$ cat config.mk
export PLATFORM = sky130hd
export DESIGN_NAME = embedSerTx
export DESIGN_NICKNAME = d
export VERILOG_FILES = /design/src/rtl/embedSerPkg.sv /design/src/rtl/serCtrl.sv /design/src/rtl/serDatapath.sv /design/src/rtl/embedSerTx.sv
export SDC_FILE = /design/constraint.sdc
export NUM_CORES = 1
export LEC_CHECK = 0
export ABC_AREA = 1
export BUFFER_PORTS_ARGS = -buffer_cell sky130_fd_sc_hd__buf_2
export CAP_MARGIN = 30
export CORE_MARGIN = 10
export CORE_UTILIZATION = 30
export DETAILED_ROUTE_END_ITERATION = 6
export PLACE_DENSITY = 0.55
export SLEW_MARGIN = 20
export SYNTH_ARGS = -nofsm -noshare
export SYNTH_HDL_FRONTEND = slang
export SYNTH_SLANG_ARGS = --single-unit
$ cat constraint.sdc
create_clock -name clk -period 2 [get_ports clk]
set_clock_uncertainty 0.1 [all_clocks]
set_input_delay 0.1 -clock clk [delete_from_list [all_inputs] [get_ports clk]]
set_output_delay 0.1 -clock clk [all_outputs]
set_load 0.05 [all_outputs]
$ cat src/rtl/embedSerPkg.sv
package embedSerPkg;
  typedef struct packed {
    logic capture;
    logic load;
    logic sendSync;
    logic driveNext;
  } serStrobes_t;
endpackage

$ cat src/rtl/serCtrl.sv
module serCtrl
  import embedSerPkg::*;
#(
  parameter int FRAME_W   = 12,
  parameter int SYNC_HOLD = 5
) (
  input  logic        clk,
  input  logic        rstN,
  input  logic        wordClk,
  input  logic        edgeSel,
  input  logic        sync1,
  input  logic        sync2,
  input  logic        enable,
  input  logic        pwrdnN,
  input  logic        pllLock,
  output serStrobes_t strobes
);
  localparam int CNT_W = $clog2(FRAME_W);
  localparam int RUN_W = $clog2(SYNC_HOLD + 1);
  localparam logic [CNT_W-1:0] LAST_BIT = CNT_W'(FRAME_W - 1);
  localparam logic [RUN_W-1:0] RUN_MAX  = RUN_W'(SYNC_HOLD);

  logic             wordClkQ;
  logic             locked;
  logic [CNT_W-1:0] bitCnt;
  logic [RUN_W-1:0] syncRun;
  logic             riseSeen, fallSeen, edgeHit, syncAny, atBoundary, holdOff;

  // word clock is sampled in the bit domain; edges found against last sample
  always_ff @(posedge clk or negedge rstN) begin
    if (!rstN) wordClkQ <= 1'b0;
    else       wordClkQ <= wordClk;
  end

  always_comb begin
    riseSeen   = wordClk & ~wordClkQ;
    fallSeen   = ~wordClk & wordClkQ;
    edgeHit    = edgeSel ? riseSeen : fallSeen;
    syncAny    = sync1 | sync2;
    atBoundary = locked && (bitCnt == LAST_BIT);
    holdOff    = (syncRun >= RUN_MAX);
  end

  // sticky lock flag
  always_ff @(posedge clk or negedge rstN) begin
    if (!rstN)        locked <= 1'b0;
    else if (pllLock) locked <= 1'b1;
  end

  // bit position counter; starts at the last position so the first locked
  // cycle opens a frame
  always_ff @(posedge clk or negedge rstN) begin
    if (!rstN)            bitCnt <= LAST_BIT;
    else if (locked) begin
      if (bitCnt == LAST_BIT) bitCnt <= '0;
      else                    bitCnt <= bitCnt + 1'b1;
    end
  end

  // count selected edges seen while training is requested
  always_ff @(posedge clk or negedge rstN) begin
    if (!rstN)                     syncRun <= '0;
    else if (!syncAny)             syncRun <= '0;
    else if (edgeHit && !holdOff)  syncRun <= syncRun + 1'b1;
  end

  always_comb begin
    strobes.capture   = edgeHit && !holdOff;
    strobes.load      = atBoundary;
    strobes.sendSync  = syncAny;
    strobes.driveNext = enable & pwrdnN;
  end
endmodule

$ cat src/rtl/serDatapath.sv
module serDatapath
  import embedSerPkg::*;
#(
  parameter int DATA_W = 10
) (
  input  logic              clk,
  input  logic              rstN,
  input  logic [DATA_W-1:0] dataIn,
  input  serStrobes_t       strobes,
  output logic              serOut,
  output logic              serOe
);
  localparam int FRAME_W = DATA_W + 2;
  localparam int HALF_W  = FRAME_W / 2;
  localparam logic [FRAME_W-1:0] SYNC_PAT =
    {{(FRAME_W - HALF_W){1'b0}}, {HALF_W{1'b1}}};

  logic [DATA_W-1:0]  holdWord;
  logic [FRAME_W-1:0] shiftReg;
  logic [FRAME_W-1:0] dataFrame;
  logic               oeReg;

  always_ff @(posedge clk or negedge rstN) begin
    if (!rstN)                holdWord <= '0;
    else if (strobes.capture) holdWord <= dataIn;
  end

  // stop bit in the top position, start bit in bit 0, word LSB first between
  assign dataFrame = {1'b0, holdWord, 1'b1};

  always_ff @(posedge clk or negedge rstN) begin
    if (!rstN) begin
      shiftReg <= '0;
      oeReg    <= 1'b0;
    end else if (strobes.load) begin
      shiftReg <= strobes.sendSync ? SYNC_PAT : dataFrame;
      oeReg    <= strobes.driveNext;
    end else begin
      shiftReg <= shiftReg >> 1;
    end
  end

  assign serOut = oeReg & shiftReg[0];
  assign serOe  = oeReg;
endmodule

$ cat src/rtl/embedSerTx.sv
module embedSerTx
  import embedSerPkg::*;
#(
  parameter int DATA_W    = 10,
  parameter int SYNC_HOLD = 5
) (
  input  logic              clk,
  input  logic              rstN,
  input  logic              wordClk,
  input  logic              edgeSel,
  input  logic [DATA_W-1:0] dataIn,
  input  logic              sync1,
  input  logic              sync2,
  input  logic              enable,
  input  logic              pwrdnN,
  input  logic              pllLock,
  output logic              serOut,
  output logic              serOe
);
  localparam int FRAME_W = DATA_W + 2;

  serStrobes_t strobes;

  serCtrl #(.FRAME_W(FRAME_W), .SYNC_HOLD(SYNC_HOLD)) uCtrl (
    .clk(clk), .rstN(rstN), .wordClk(wordClk), .edgeSel(edgeSel),
    .sync1(sync1), .sync2(sync2), .enable(enable), .pwrdnN(pwrdnN),
    .pllLock(pllLock), .strobes(strobes)
  );

  serDatapath #(.DATA_W(DATA_W)) uData (
    .clk(clk), .rstN(rstN), .dataIn(dataIn), .strobes(strobes),
    .serOut(serOut), .serOe(serOe)
  );
endmodule

Yosys cells after proc, flatten, opt, wreduce, memory -nomap -nowiden. Index checks and enable logic that the tools add are counted.

Register bits: 32. Input bits: 19. Output and inout port bits: 2.

$add $sub $neg: 2. Magnitude comparators: 1. Equality and inequality tests: 2. Muxes and demuxes: 6. Bitwise operators: 7. Reduce and logical (&&, ||, !) cells: 3.

Operator list (count): 2-to-1 mux 12 bit (1); 2-to-1 mux 11 bit (1); 2-to-1 mux 3 bit (2); adder 4 x 1 -> 4 bit, second input constant (1); AND 1 bit (4); equality test 4 bit, second input constant (1); 2-to-1 mux 4 bit (1); adder 3 x 1 -> 3 bit, second input constant (1); greater-or-equal comparator 3 bit, second input constant (1); logical AND 1 bit (2); != test 2 bit, second input constant (1); NOT 1 bit (2); zero test 1 bit (1); 2-to-1 mux 1 bit (1); OR 1 bit (1).

Depth between registers and ports, before layout. Gate-level depths: netlist of run 1.

Word-level depth: 6. Depth in mapped cells: 9. Gate-level depth less buffers: 8.

By module. Synthesis of run 1 repeated with hierarchy kept, for this count alone.

Cells, all modules: 156. Area, all modules: 1377.6 µm².

Modules (own cells, without submodules): serDatapath (instances 1, cells each 92, area each 863.3 µm²); serCtrl (instances 1, cells each 64, area each 514.2 µm²).

Least setup slack after synthesis of run 1. OpenSTA, ideal clock, no wires.

Path kind: register to register. Start: register uCtrl.syncRun[0]. End: register uData.holdWord[0]. Arrival time: 1.150 ns. Data required time: 1.784 ns. Path slack: 0.633 ns. Cell stages (with the launch flop): 9. Buffers on the path: 1. Period minus slack after synthesis: 1.367 ns. Cell sequence: dfrtp_1 > ha_1 > nor2_2 > nand2_2 > nand2_4 > nand2_4 > buf_8 > nand2_1 > nand2_1.

Longest elaborated chain between the ends: 3.

Ends and longest elaborated chain: start, declared (RTL line serCtrl.sv:26) `logic [RUN_W-1:0] syncRun;`; start signal, assigned (RTL line serCtrl.sv:64) `else if (edgeHit && !holdOff) syncRun <= syncRun + 1'b1;`; greater-or-equal comparator 3 bit (RTL line serCtrl.sv:41) `holdOff = (syncRun >= RUN_MAX);`; zero test 1 bit (RTL line serCtrl.sv:68) `strobes.capture = edgeHit && !holdOff;`; logical AND 1 bit (RTL line serCtrl.sv:68); end signal, assigned (RTL line serDatapath.sv:25) `else if (strobes.capture) holdWord <= dataIn;`; end, declared (RTL line serDatapath.sv:18) `logic [DATA_W-1:0] holdWord;`.

No other way between the ends. A chain may end at the register's enable or synchronous reset.

Final worst setup path of run 1.
Start: input port sync1. End: register uData.shiftReg[10].

Longest elaborated chain between the ends: 3.

Ends and longest elaborated chain: start, declared (RTL line embedSerTx.sv:12) `input logic sync1,`; OR 1 bit (RTL line serCtrl.sv:39) `syncAny = sync1 | sync2;`; 2-to-1 mux 11 bit (RTL line serDatapath.sv:36) `shiftReg <= strobes.sendSync ? SYNC_PAT : dataFrame;`; 2-to-1 mux 12 bit (RTL line serDatapath.sv:35) `end else if (strobes.load) begin`; end signal, assigned (RTL line serDatapath.sv:36); end signal, assigned (RTL line serDatapath.sv:39) `shiftReg <= shiftReg >> 1;`; end, declared (RTL line serDatapath.sv:19) `logic [FRAME_W-1:0] shiftReg;`.

No other way between the ends.

==> results.yml, run 1 <==
status:
  status: "finished clean"
placement:
  dpl.hpwl_mm: 1.74
  port_buffers: 20
  gp_congestion: 0.768
  dp_worst_setup_slack_ps: 447
worst_setup_path:
  worstPathMaxFanout: 6
  cpPeakStageDelay_ps: 600
  cpMaxStageDelayCell: "dlygate4sd3_1"
  cp_data_arrival_time_ps: 1680
  worstPathRequired_ps: 2100
  path_delay_family: "buffers and inverters"
  rr_worst_depth: 4
  cp-start-kind: "primary input"
  worstSetupEndpointType: "register"
  worstPathCellList: "dlygate4sd3_1, buf_2, nor2_2, dlygate4sd3_1, nand2_1, nor2_1"
  setup.worst_path.class: "in2reg"
  critical_path_buf_inv_count: 3
  critPathMostFrequentCell: "dlygate4sd3_1"
  crit_cells: 6
timing:
  hold_viol: 0
  fin_ws_ps: 423
  slew_violations: 0
  slew_headroom_pct: 55.5
  period_share_pct: 78.8
  setup_viol: 0
  worst_slew_pin_slew_ps: 668
  fmax_mhz: 634
  rsz0062_at_grt: "no"
  finalSetupTns_ps: 0
  post-route-min-period_ps: 1580
  hold_slack_ps: 34.6
layout:
  multi_input_area_um2: 538
  diodes: 0
  area.growth.synth_to_final_pct: 25.0
  nFillCells: 465
  fin_nets: 207
  regArea_um2: 779
  layout-drive-gt1-share_pct: 27.4
route:
  drtIter0Drc: 38
  antenna_left: 0
  wl_mm: 2.61
  avgViaCountPerCell: 4.28
  drtPass1Iterations: 4
  vias: 1026
  drc: 0
  wire_per_inst_um: 10.9
die:
  boundaryPins: 21
  row_count: 25
  core-area_mm2: 0.00469
  die_height_um: 89.2
  die_w_um: 89.2
  fp.dieArea_mm2: 0.00796
  initial_core_util_pct: 30.6
logic_synthesis:
  yosys.area.top_type: "dfrtp_1"
  yosysSeqAreaShare_pct: 54.2
  ys_ff_latch: 31
  synth_cell_types: 22
  syn_nets: 170
  yosys-top-cells-area: "dfrtp_1, nand2_1, nand3_1, dfstp_2, buf_6"
  netlist_instances: 148
  syn_area_per_cell_um2: 9.71
  yosysWarnings: 0
  synth_top_cell_area_share_pct: 48.7
  synth_area_mm2: 0.00144
clock_network:
  postCtsSetupRepairBufs: 0
  cts.repair.resized: 0
  numCtsBuffers: 5
  clockRootBuffer: "clkbuf_8"
  cts_tree: "built"
  path_clk_slew_ps: 60
  cts.sinks: 31
  clk_latency_ps: 280
  clockBufferDepth: 2
  htreeDepth: 2
global_routing:
  antenna_found_initial: 0
  grt_overflow: 0
  grt_pass1_wl_mm: 4.80
  grt_max_degree: 32
  track_usage_pct: 7.82
  grt_pass1_vias: 1048
power:
  power.switching_mw: 0.553
  netSwitchingFraction_pct: 30.1
  power.leakage_nw: 0.910
  pwr-share-clk_pct: 28.8
  intPower_mw: 1.28
  power_density_mw_per_mm2: 1020
  power_mw: 1.84
  p_seq_share_pct: 47.8
  power_frac_comb_pct: 23.4
  irDropWorstVdd_mv: 0.497
min_path:
  hold_path_depth: 4
  hold_path.class: "in2reg"
job:
  drv_cap: 0
-- flip-flops by register name, summed over array words and instances, names as in the netlist --
register / cells
uCtrl.syncRun: 3
uData.serOe: 1
uCtrl.locked: 1
uData.shiftReg: 11
uCtrl.wordClkQ: 1
uData.holdWord: 10
uCtrl.bitCnt: 4
-- cell families (layout without fill, tap and decap cells) --
family          after synthesis  after routing  share of synthesized area [%]
simple gates                 82             82                           27.9
fa+ha+maj                     3              3                           2.61
compound gates               12             12                           5.48
xor+xnor                      1              1                          0.609
mux                           1              1                          0.783
buf+inv                      18             56                           8.35
flops                        31             31                           54.2
-- synthesized netlist by cell type --
cell type	n
dfstp_2	3
nand2_1	39
o21ai_2	5
xnor2_1	1
or2_2	2
inv_2	2
o21ai_1	4
buf_4	1
nand4_4	1
nand2_2	5
o21ai_0	3
buf_6	5
nor2_2	2
mux2_2	1
nand4_1	4
nand2_4	3
nand3_1	17
dfrtp_1	28
ha_1	3
nor2_1	9
inv_1	9
buf_8	1
-- worst paths after layout --
| path | from | to | slack [ps] |
|---|---|---|---|
| worst max-delay path | sync1 | uData.shiftReg[10]$_DFF_PN0_ | 420 |
| worst min-delay path | sync2 | uData.shiftReg[9]$_DFF_PN0_ | 30 |
| worst max register to register | uCtrl.bitCnt[0]$_DFFE_PN1P_ | uData.shiftReg[6]$_DFF_PN0_ | 450 |
| worst min register to register | uData.shiftReg[1]$_DFF_PN0_ | uData.shiftReg[0]$_DFF_PN0_ | 330 |
| max in group asynchronous | rstN | uData.shiftReg[8]$_DFF_PN0_ | 1070 |
| min in group asynchronous | rstN | uCtrl.locked$_DFFE_PN0P_ | 290 |
-- power groups by stage --
stage	logic [mW]	registers [mW]	clock network, mW
6_report	0.430	0.878	0.529
5_1_grt	0.501	0.900	0.581
4_1_cts	0.440	0.879	0.551
3_5_place_dp	0.414	0.889	0
3_3_place_gp	0.407	0.886	0
2_1_floorplan	0.314	0.906	0
-- per-stage QoR --
step / std cells / area [µm²] / utilization (%)
floorplan: 148 / 1440 / -
global placement: 215 / 1530 / 32.5
detailed placement: 215 / 1530 / 32.5
CTS: 240 / 1800 / 38.3
global route: 240 / 1800 / 38.3
finish: 240 / 1800 / 38.3
-- metal layers --
metal | vias up | part of all wire [%] | GRT usage [%]
li1 | 546 | - | -
met1 | 454 | 50 | 9.91
met2 | 22 | 41 | 11.0
met3 | 4 | 7.5 | 3.46
met4 | 0 | 1.5 | 3.90
met5 | - | 0 | 0
-- placed cells by master, fill, tap and decap left out, drive strengths merged --
cell         instances
nand2               47
dfrtp               28
buf                 20
nand3               17
dlygate4sd3         17
o21ai               12
inv                 11
nor2                11
clkbuf               8
nand4                5
ha                   3
dfstp                3
or2                  2
mux2                 1
xnor2                1
-- layout make-up --
| cell class | count | share of cell area [%] |
|---|---|---|
| Clock buffer | 8 | 5.57 |
| Multi-Input combinational cell | 99 | 29.9 |
| Tap cell | 54 | 3.76 |
| Inverter | 11 | 2.30 |
| Sequential cell | 31 | 43.4 |
| Timing Repair Buffer | 37 | 15.0 |
-- worst min-delay path, stage by stage --
cell and delay (ps):
buf_2 80, nor2_2 60, nand2_1 80, o21ai_2 50
-- what timing repair did --
item / 4_1_cts / 5_1_grt
setup endpoints to repair: 0 / 0
hold buffers: 17 / 0
hold endpoints to repair: 42 / 0
Power figures use the tool's default switching activity.
==> inputs of run 2 (changes only) <==
--- a/config.mk
+++ b/config.mk
@@ -11,7 +11,7 @@
 export CORE_MARGIN = 10
 export CORE_UTILIZATION = 30
 export DETAILED_ROUTE_END_ITERATION = 6
-export PLACE_DENSITY = 0.55
+export PLACE_DENSITY = 0.57
 export SLEW_MARGIN = 20
 export SYNTH_ARGS = -nofsm -noshare
 export SYNTH_HDL_FRONTEND = slang
==> constraint.sdc (replaced) <==
create_clock -name clk -period 1.45 [get_ports clk]
set_clock_uncertainty 0.1 [all_clocks]
set_input_delay 0.0725 -clock clk [delete_from_list [all_inputs] [get_ports clk]]
set_output_delay 0.0725 -clock clk [all_outputs]
set_load 0.05 [all_outputs]
==> run 2 against run 1 <==
- setup slack got worse by 320 ps
- register-to-register slack got worse by 350 ps
- power increased by 52%
- sequential cell count unchanged
- clock power up 64%
- cell area is 6.0% higher
- cell count rose by 2.9%
- critical endpoint is now uData.shiftReg[6]$_DFF_PN0_
- highest routed layer unchanged
==> results.yml, run 2 (synthesized netlist as in run 1, its figures left out) <==
power:
  intPower_mw: 1.97
  pwr-share-clk_pct: 31.0
  power.leakage_nw: 0.961
  power_density_mw_per_mm2: 1460
  power_mw: 2.79
  irDropWorstVdd_mv: 0.609
  p_seq_share_pct: 43.7
  power.switching_mw: 0.816
  netSwitchingFraction_pct: 29.3
  power_frac_comb_pct: 25.2
die:
  row_count: 25
  fp.dieArea_mm2: 0.00796
  die_height_um: 89.2
  initial_core_util_pct: 30.6
  boundaryPins: 21
  die_w_um: 89.2
  core-area_mm2: 0.00469
global_routing:
  grt_max_degree: 32
  grt_overflow: 0
  grt_pass1_wl_mm: 4.86
  antenna_found_initial: 0
  grt_pass1_vias: 1132
  track_usage_pct: 7.69
route:
  wl_mm: 2.73
  drtPass1Iterations: 4
  antenna_left: 0
  wire_per_inst_um: 11.1
  drc: 0
  avgViaCountPerCell: 4.44
  vias: 1097
  drtIter0Drc: 59
layout:
  diodes: 0
  reg_top3: "uData.shiftReg (11), uData.holdWord (10), uCtrl.bitCnt (4)"
  fin_nets: 214
  layout_commonest_cell: "nand2_1"
  final_cells: 247
  area.growth.synth_to_final_pct: 32.5
  layout-drive-gt1-share_pct: 31.1
  mostFrequentLayoutCells: "nand2_1, dfrtp_1, buf_2"
  nFillCells: 490
  largest_reg_flops: 11
  largest-register: "uData.shiftReg"
clock_network:
  clk_latency_ps: 270
  clockRootBuffer: "clkbuf_8"
  clockBufferDepth: 2
  postCtsSetupRepairBufs: 0
  cts.sinks: 31
  path_clk_slew_ps: 70
  cts_tree: "built"
  numCtsBuffers: 5
  htreeDepth: 2
job:
  drv_cap: 0
worst_setup_path:
  cpMaxStageDelayCell: "dfstp_2"
  worstSetupEndpointType: "register"
  cpPeakStageDelay_ps: 570
  worstPathRequired_ps: 1520
  worstPathCellList: "ha_4, nand4_4, buf_12, nand2_1, o21ai_2"
  cp_data_arrival_time_ps: 1420
  critical_path_buf_inv_count: 1
  setup.worst_path.class: "reg2reg"
  cp-start-kind: "register"
  worstPathMaxFanout: 21
  path_delay_family: "flip-flops"
timing:
  finalSetupTns_ps: 0
  worst_slew_pin_slew_ps: 406
  hold_slack_ps: 196
  post-route-min-period_ps: 1350
  slew_violations: 0
  fmax_mhz: 740
  slew_headroom_pct: 73.0
  setup_viol: 0
  period_share_pct: 93.2
  hold_viol: 0
  fin_ws_ps: 99.0
placement:
  port_buffers: 20
  gp_congestion: 0.727
  dpl.hpwl_mm: 1.91
  placed_cells: 222
  dp_worst_setup_slack_ps: 42.3
min_path:
  hold_path.class: "in2reg"
status:
  status: "finished clean"
run 2: per-stage QoR:
stage / area, µm² / utilization (%)
after detailed placement: 1590 / 33.9
after global routing: 1900 / 40.6
after global placement: 1590 / 33.9
after floorplan: 1440 / -
after CTS: 1880 / 40.1
final: 1900 / 40.6
run 2: repair_timing:
action,4_1_cts,5_1_grt
gates resized for setup,0,5
hold buffers,17,0
endpoints found under the setup margin,0,14
hold endpoints to repair,42,0
run 2: layout make-up:
type,count,area [µm²],share of cell area (%)
clock buffer,6,82.6,4.34
clock inverter,2,35.0,1.84
inverter,11,41.3,2.17
multi-input combinational,99,559,29.4
sequential,31,779,40.9
tap,54,67.6,3.55
timing repair buffer,44,339,17.8
run 2: worst reg2reg max path, delay by kind of cell (launching register included):
family,cells,cell delay [ps]
flops,1,570
compound gates,1,50
simple gates,2,200
buf+inv,1,180
fa+ha+maj,1,160
run 2: path summary, 6_finish.rpt:
kind	from	to	slack, ps	cells past startpoint
worst max-delay path	uCtrl.bitCnt[1]$_DFFE_PN1P_	uData.shiftReg[6]$_DFF_PN0_	100	5
worst min-delay path	edgeSel	uData.holdWord[1]$_DFFE_PN0P_	200	5
worst max register to register	uCtrl.bitCnt[1]$_DFFE_PN1P_	uData.shiftReg[6]$_DFF_PN0_	100	5
worst min register to register	uData.shiftReg[1]$_DFF_PN0_	uData.shiftReg[0]$_DFF_PN0_	340	1
max in group asynchronous	rstN	uCtrl.bitCnt[1]$_DFFE_PN1P_	690	3
min in group asynchronous	rstN	uCtrl.bitCnt[2]$_DFFE_PN0P_	240	3
run 2: metal layers:
layer  share of wire, %  vias up  GRT usage [%]
met5                  0        -              0
met4               0.59        0           2.60
met3                5.1        2           2.92
met2                 46       15           12.1
met1                 48      518           9.42
li1                   -      562              -
run 2: power by group through the flow:
| stage | Sequential [mW] | Clock, mW | Combinational (mW) |
|---|---|---|---|
| detailed placement | 1.22 | 0 | 0.644 |
| CTS | 1.20 | 0.890 | 0.681 |
| finish | 1.22 | 0.865 | 0.703 |
| global route | 1.25 | 0.928 | 0.798 |
| global placement | 1.21 | 0 | 0.632 |
| floorplan | 1.25 | 0 | 0.433 |
==> inputs of run 3 (changes only) <==
--- a/config.mk
+++ b/config.mk
@@ -11,7 +11,8 @@
 export CORE_MARGIN = 10
 export CORE_UTILIZATION = 30
 export DETAILED_ROUTE_END_ITERATION = 6
-export PLACE_DENSITY = 0.57
+export GPL_ROUTABILITY_DRIVEN = 0
+export PLACE_DENSITY = 0.55
 export SLEW_MARGIN = 20
 export SYNTH_ARGS = -nofsm -noshare
 export SYNTH_HDL_FRONTEND = slang
==> constraint.sdc (replaced) <==
create_clock -name clk -period 1.5 [get_ports clk]
set_clock_uncertainty 0.1 [all_clocks]
set_input_delay 0.075 -clock clk [delete_from_list [all_inputs] [get_ports clk]]
set_output_delay 0.075 -clock clk [all_outputs]
set_load 0.05 [all_outputs]
==> run 3 against run 2 <==
- sequential share of layout area rose by 0.96 points
- count of clock-buffer cells in the layout is the same
- fmax fell by 4.3%
- first-iteration DRC count shrank 12%
- register-to-register slack is essentially flat
- critical path depth unchanged
- routed wire length grew 2.2%
- hold slack worse by 52 ps
- via count shrank 1.6%
==> results.yml, run 3 (synthesized netlist as in run 1, its figures left out) <==
layout:
  layout_commonest_cell: "nand2_1"
  multi_input_area_um2: 559
  area.growth.synth_to_final_pct: 29.4
  regArea_um2: 779
  mostFrequentLayoutCells: "nand2_1, dfrtp_1, buf_2"
  final_area_mm2: 0.00186
  final_util_pct: 39.7
  largest_reg_flops: 11
  diodes: 0
  nFillCells: 482
  largest-register: "uData.shiftReg"
  final_cells: 244
  reg_top3: "uData.shiftReg (11), uData.holdWord (10), uCtrl.bitCnt (4)"
  fin_nets: 213
  layout-drive-gt1-share_pct: 29.5
job:
  drv_cap: 0
global_routing:
  grt_pass1_vias: 1114
  grt_max_degree: 20
  grt_overflow: 0
  grt_pass1_wl_mm: 5.03
  track_usage_pct: 8.36
  antenna_found_initial: 0
clock_network:
  clk_latency_ps: 280
  htreeDepth: 2
  numCtsBuffers: 5
  clockRootBuffer: "clkbuf_8"
  cts_tree: "built"
  cts.sinks: 31
  clockBufferDepth: 2
  path_clk_slew_ps: 60
min_path:
  hold_path.class: "in2async"
worst_setup_path:
  startpoint: "uCtrl.bitCnt[0]$_DFFE_PN1P_"
  critical_path_buf_inv_count: 1
  regToRegStartpoint: "uCtrl.bitCnt[0]$_DFFE_PN1P_"
  cp-start-kind: "register"
  cp_data_arrival_time_ps: 1480
  setup.worst_path.class: "reg2reg"
  rr_worst_depth: 5
  worstPathMaxFanout: 19
  r2r_slack_ps: 90
  worstSetupEndpointType: "register"
  cpPeakStageDelay_ps: 580
  cpMaxStageDelayCell: "dfstp_2"
  worstPathCellList: "ha_4, nand4_4, buf_12, nand2_1, o21ai_0"
  path_delay_family: "flip-flops"
  worstPathRequired_ps: 1560
  timing.rr.end: "uData.shiftReg[1]$_DFF_PN0_"
route:
  vias: 1079
  drtIter0Drc: 52
  avgViaCountPerCell: 4.42
  wl_mm: 2.79
  wire_per_inst_um: 11.4
  drc: 0
  antenna_left: 0
  drtPass1Iterations: 4
placement:
  place_area_mm2: 0.00158
  port_buffers: 20
  placed_cells: 219
  dpl.hpwl_mm: 1.94
  dp_worst_setup_slack_ps: 39.1
timing:
  slew_headroom_pct: 74.4
  hold_viol: 0
  fin_ws_ps: 88.4
  post-route-min-period_ps: 1410
  rsz0062_at_grt: "no"
  hold_slack_ps: 144
  finalSetupTns_ps: 0
  slew_violations: 0
  period_share_pct: 94.1
  fmax_mhz: 708
  worst_slew_pin_slew_ps: 383
  setup_viol: 0
power:
  intPower_mw: 1.66
  netSwitchingFraction_pct: 31.7
  p_seq_share_pct: 48.8
  pwr-share-clk_pct: 24.5
  power_density_mw_per_mm2: 1310
  power.switching_mw: 0.770
  irDropWorstVdd_mv: 0.635
  power_mw: 2.43
  power.leakage_nw: 0.934
  power_frac_comb_pct: 26.8
die:
  row_count: 25
  die_w_um: 89.2
  core-area_mm2: 0.00469
  initial_core_util_pct: 30.6
  fp.dieArea_mm2: 0.00796
  die_height_um: 89.2
  boundaryPins: 21
status:
  status: "finished clean"
-- run 3: cell types whose count changed in the layout (fill, tap and decap cells not counted), sizes merged --
cell / change
bufinv: -1
clkinv: -1
buf: -1
-- run 3: final cells by class --
type                            count  share of cell area [%]
Sequential cell                    31                    41.9
Multi-Input combinational cell     99                    30.1
Timing Repair Buffer               43                    18.3
Clock buffer                        6                    3.90
Tap cell                           54                    3.63
Inverter                           11                    2.22
-- run 3: routing by layer --
layer  part of all wire, %  wire (µm)  track usage (%)  vias to the layer above
li1                      -          -                -                      556
met1                    49       1360             10.3                      492
met2                    41       1160             11.6                       25
met3                   7.1        197             3.56                        6
met4                   2.9         80             5.64                        0
met5                     0          0                0                        -
-- run 3: worst max path at each step --
stage	end	slack [ps]	cells after the start
finish	uData.shiftReg[1]$_DFF_PN0_	90	5
global route	uData.holdWord[5]$_DFFE_PN0P_	10	8
CTS	uData.shiftReg[1]$_DFF_PN0_	30	5
detailed placement	uData.shiftReg[1]$_DFF_PN0_	40	5
global placement	uData.shiftReg[4]$_DFF_PN0_	70	5
floorplan	uData.holdWord[0]$_DFFE_PN0P_	130	8
-- run 3: timing repair --
action	in CTS	in global routing
buffers inserted	0	2
endpoints found under the setup margin	0	15
hold endpoints to repair	43	0
resized for setup	0	3
hold buffers	17	0
-- run 3: worst register-to-register path, delay by kind of cell, from the launching register on --
family	cells	cell delay (ps)
compound gates	1	70
simple gates	2	190
fa+ha+maj	1	170
buf+inv	1	190
flops	1	580
-- run 3: power by group through the flow --
stage / sequential [mW] / clock, mW / combinational, mW
5_1_grt: 1.21 / 0.657 / 0.744
6_report: 1.18 / 0.595 / 0.650
4_1_cts: 1.17 / 0.621 / 0.630
2_1_floorplan: 1.21 / 0 / 0.419
3_5_place_dp: 1.18 / 0 / 0.591
3_3_place_gp: 1.18 / 0 / 0.588
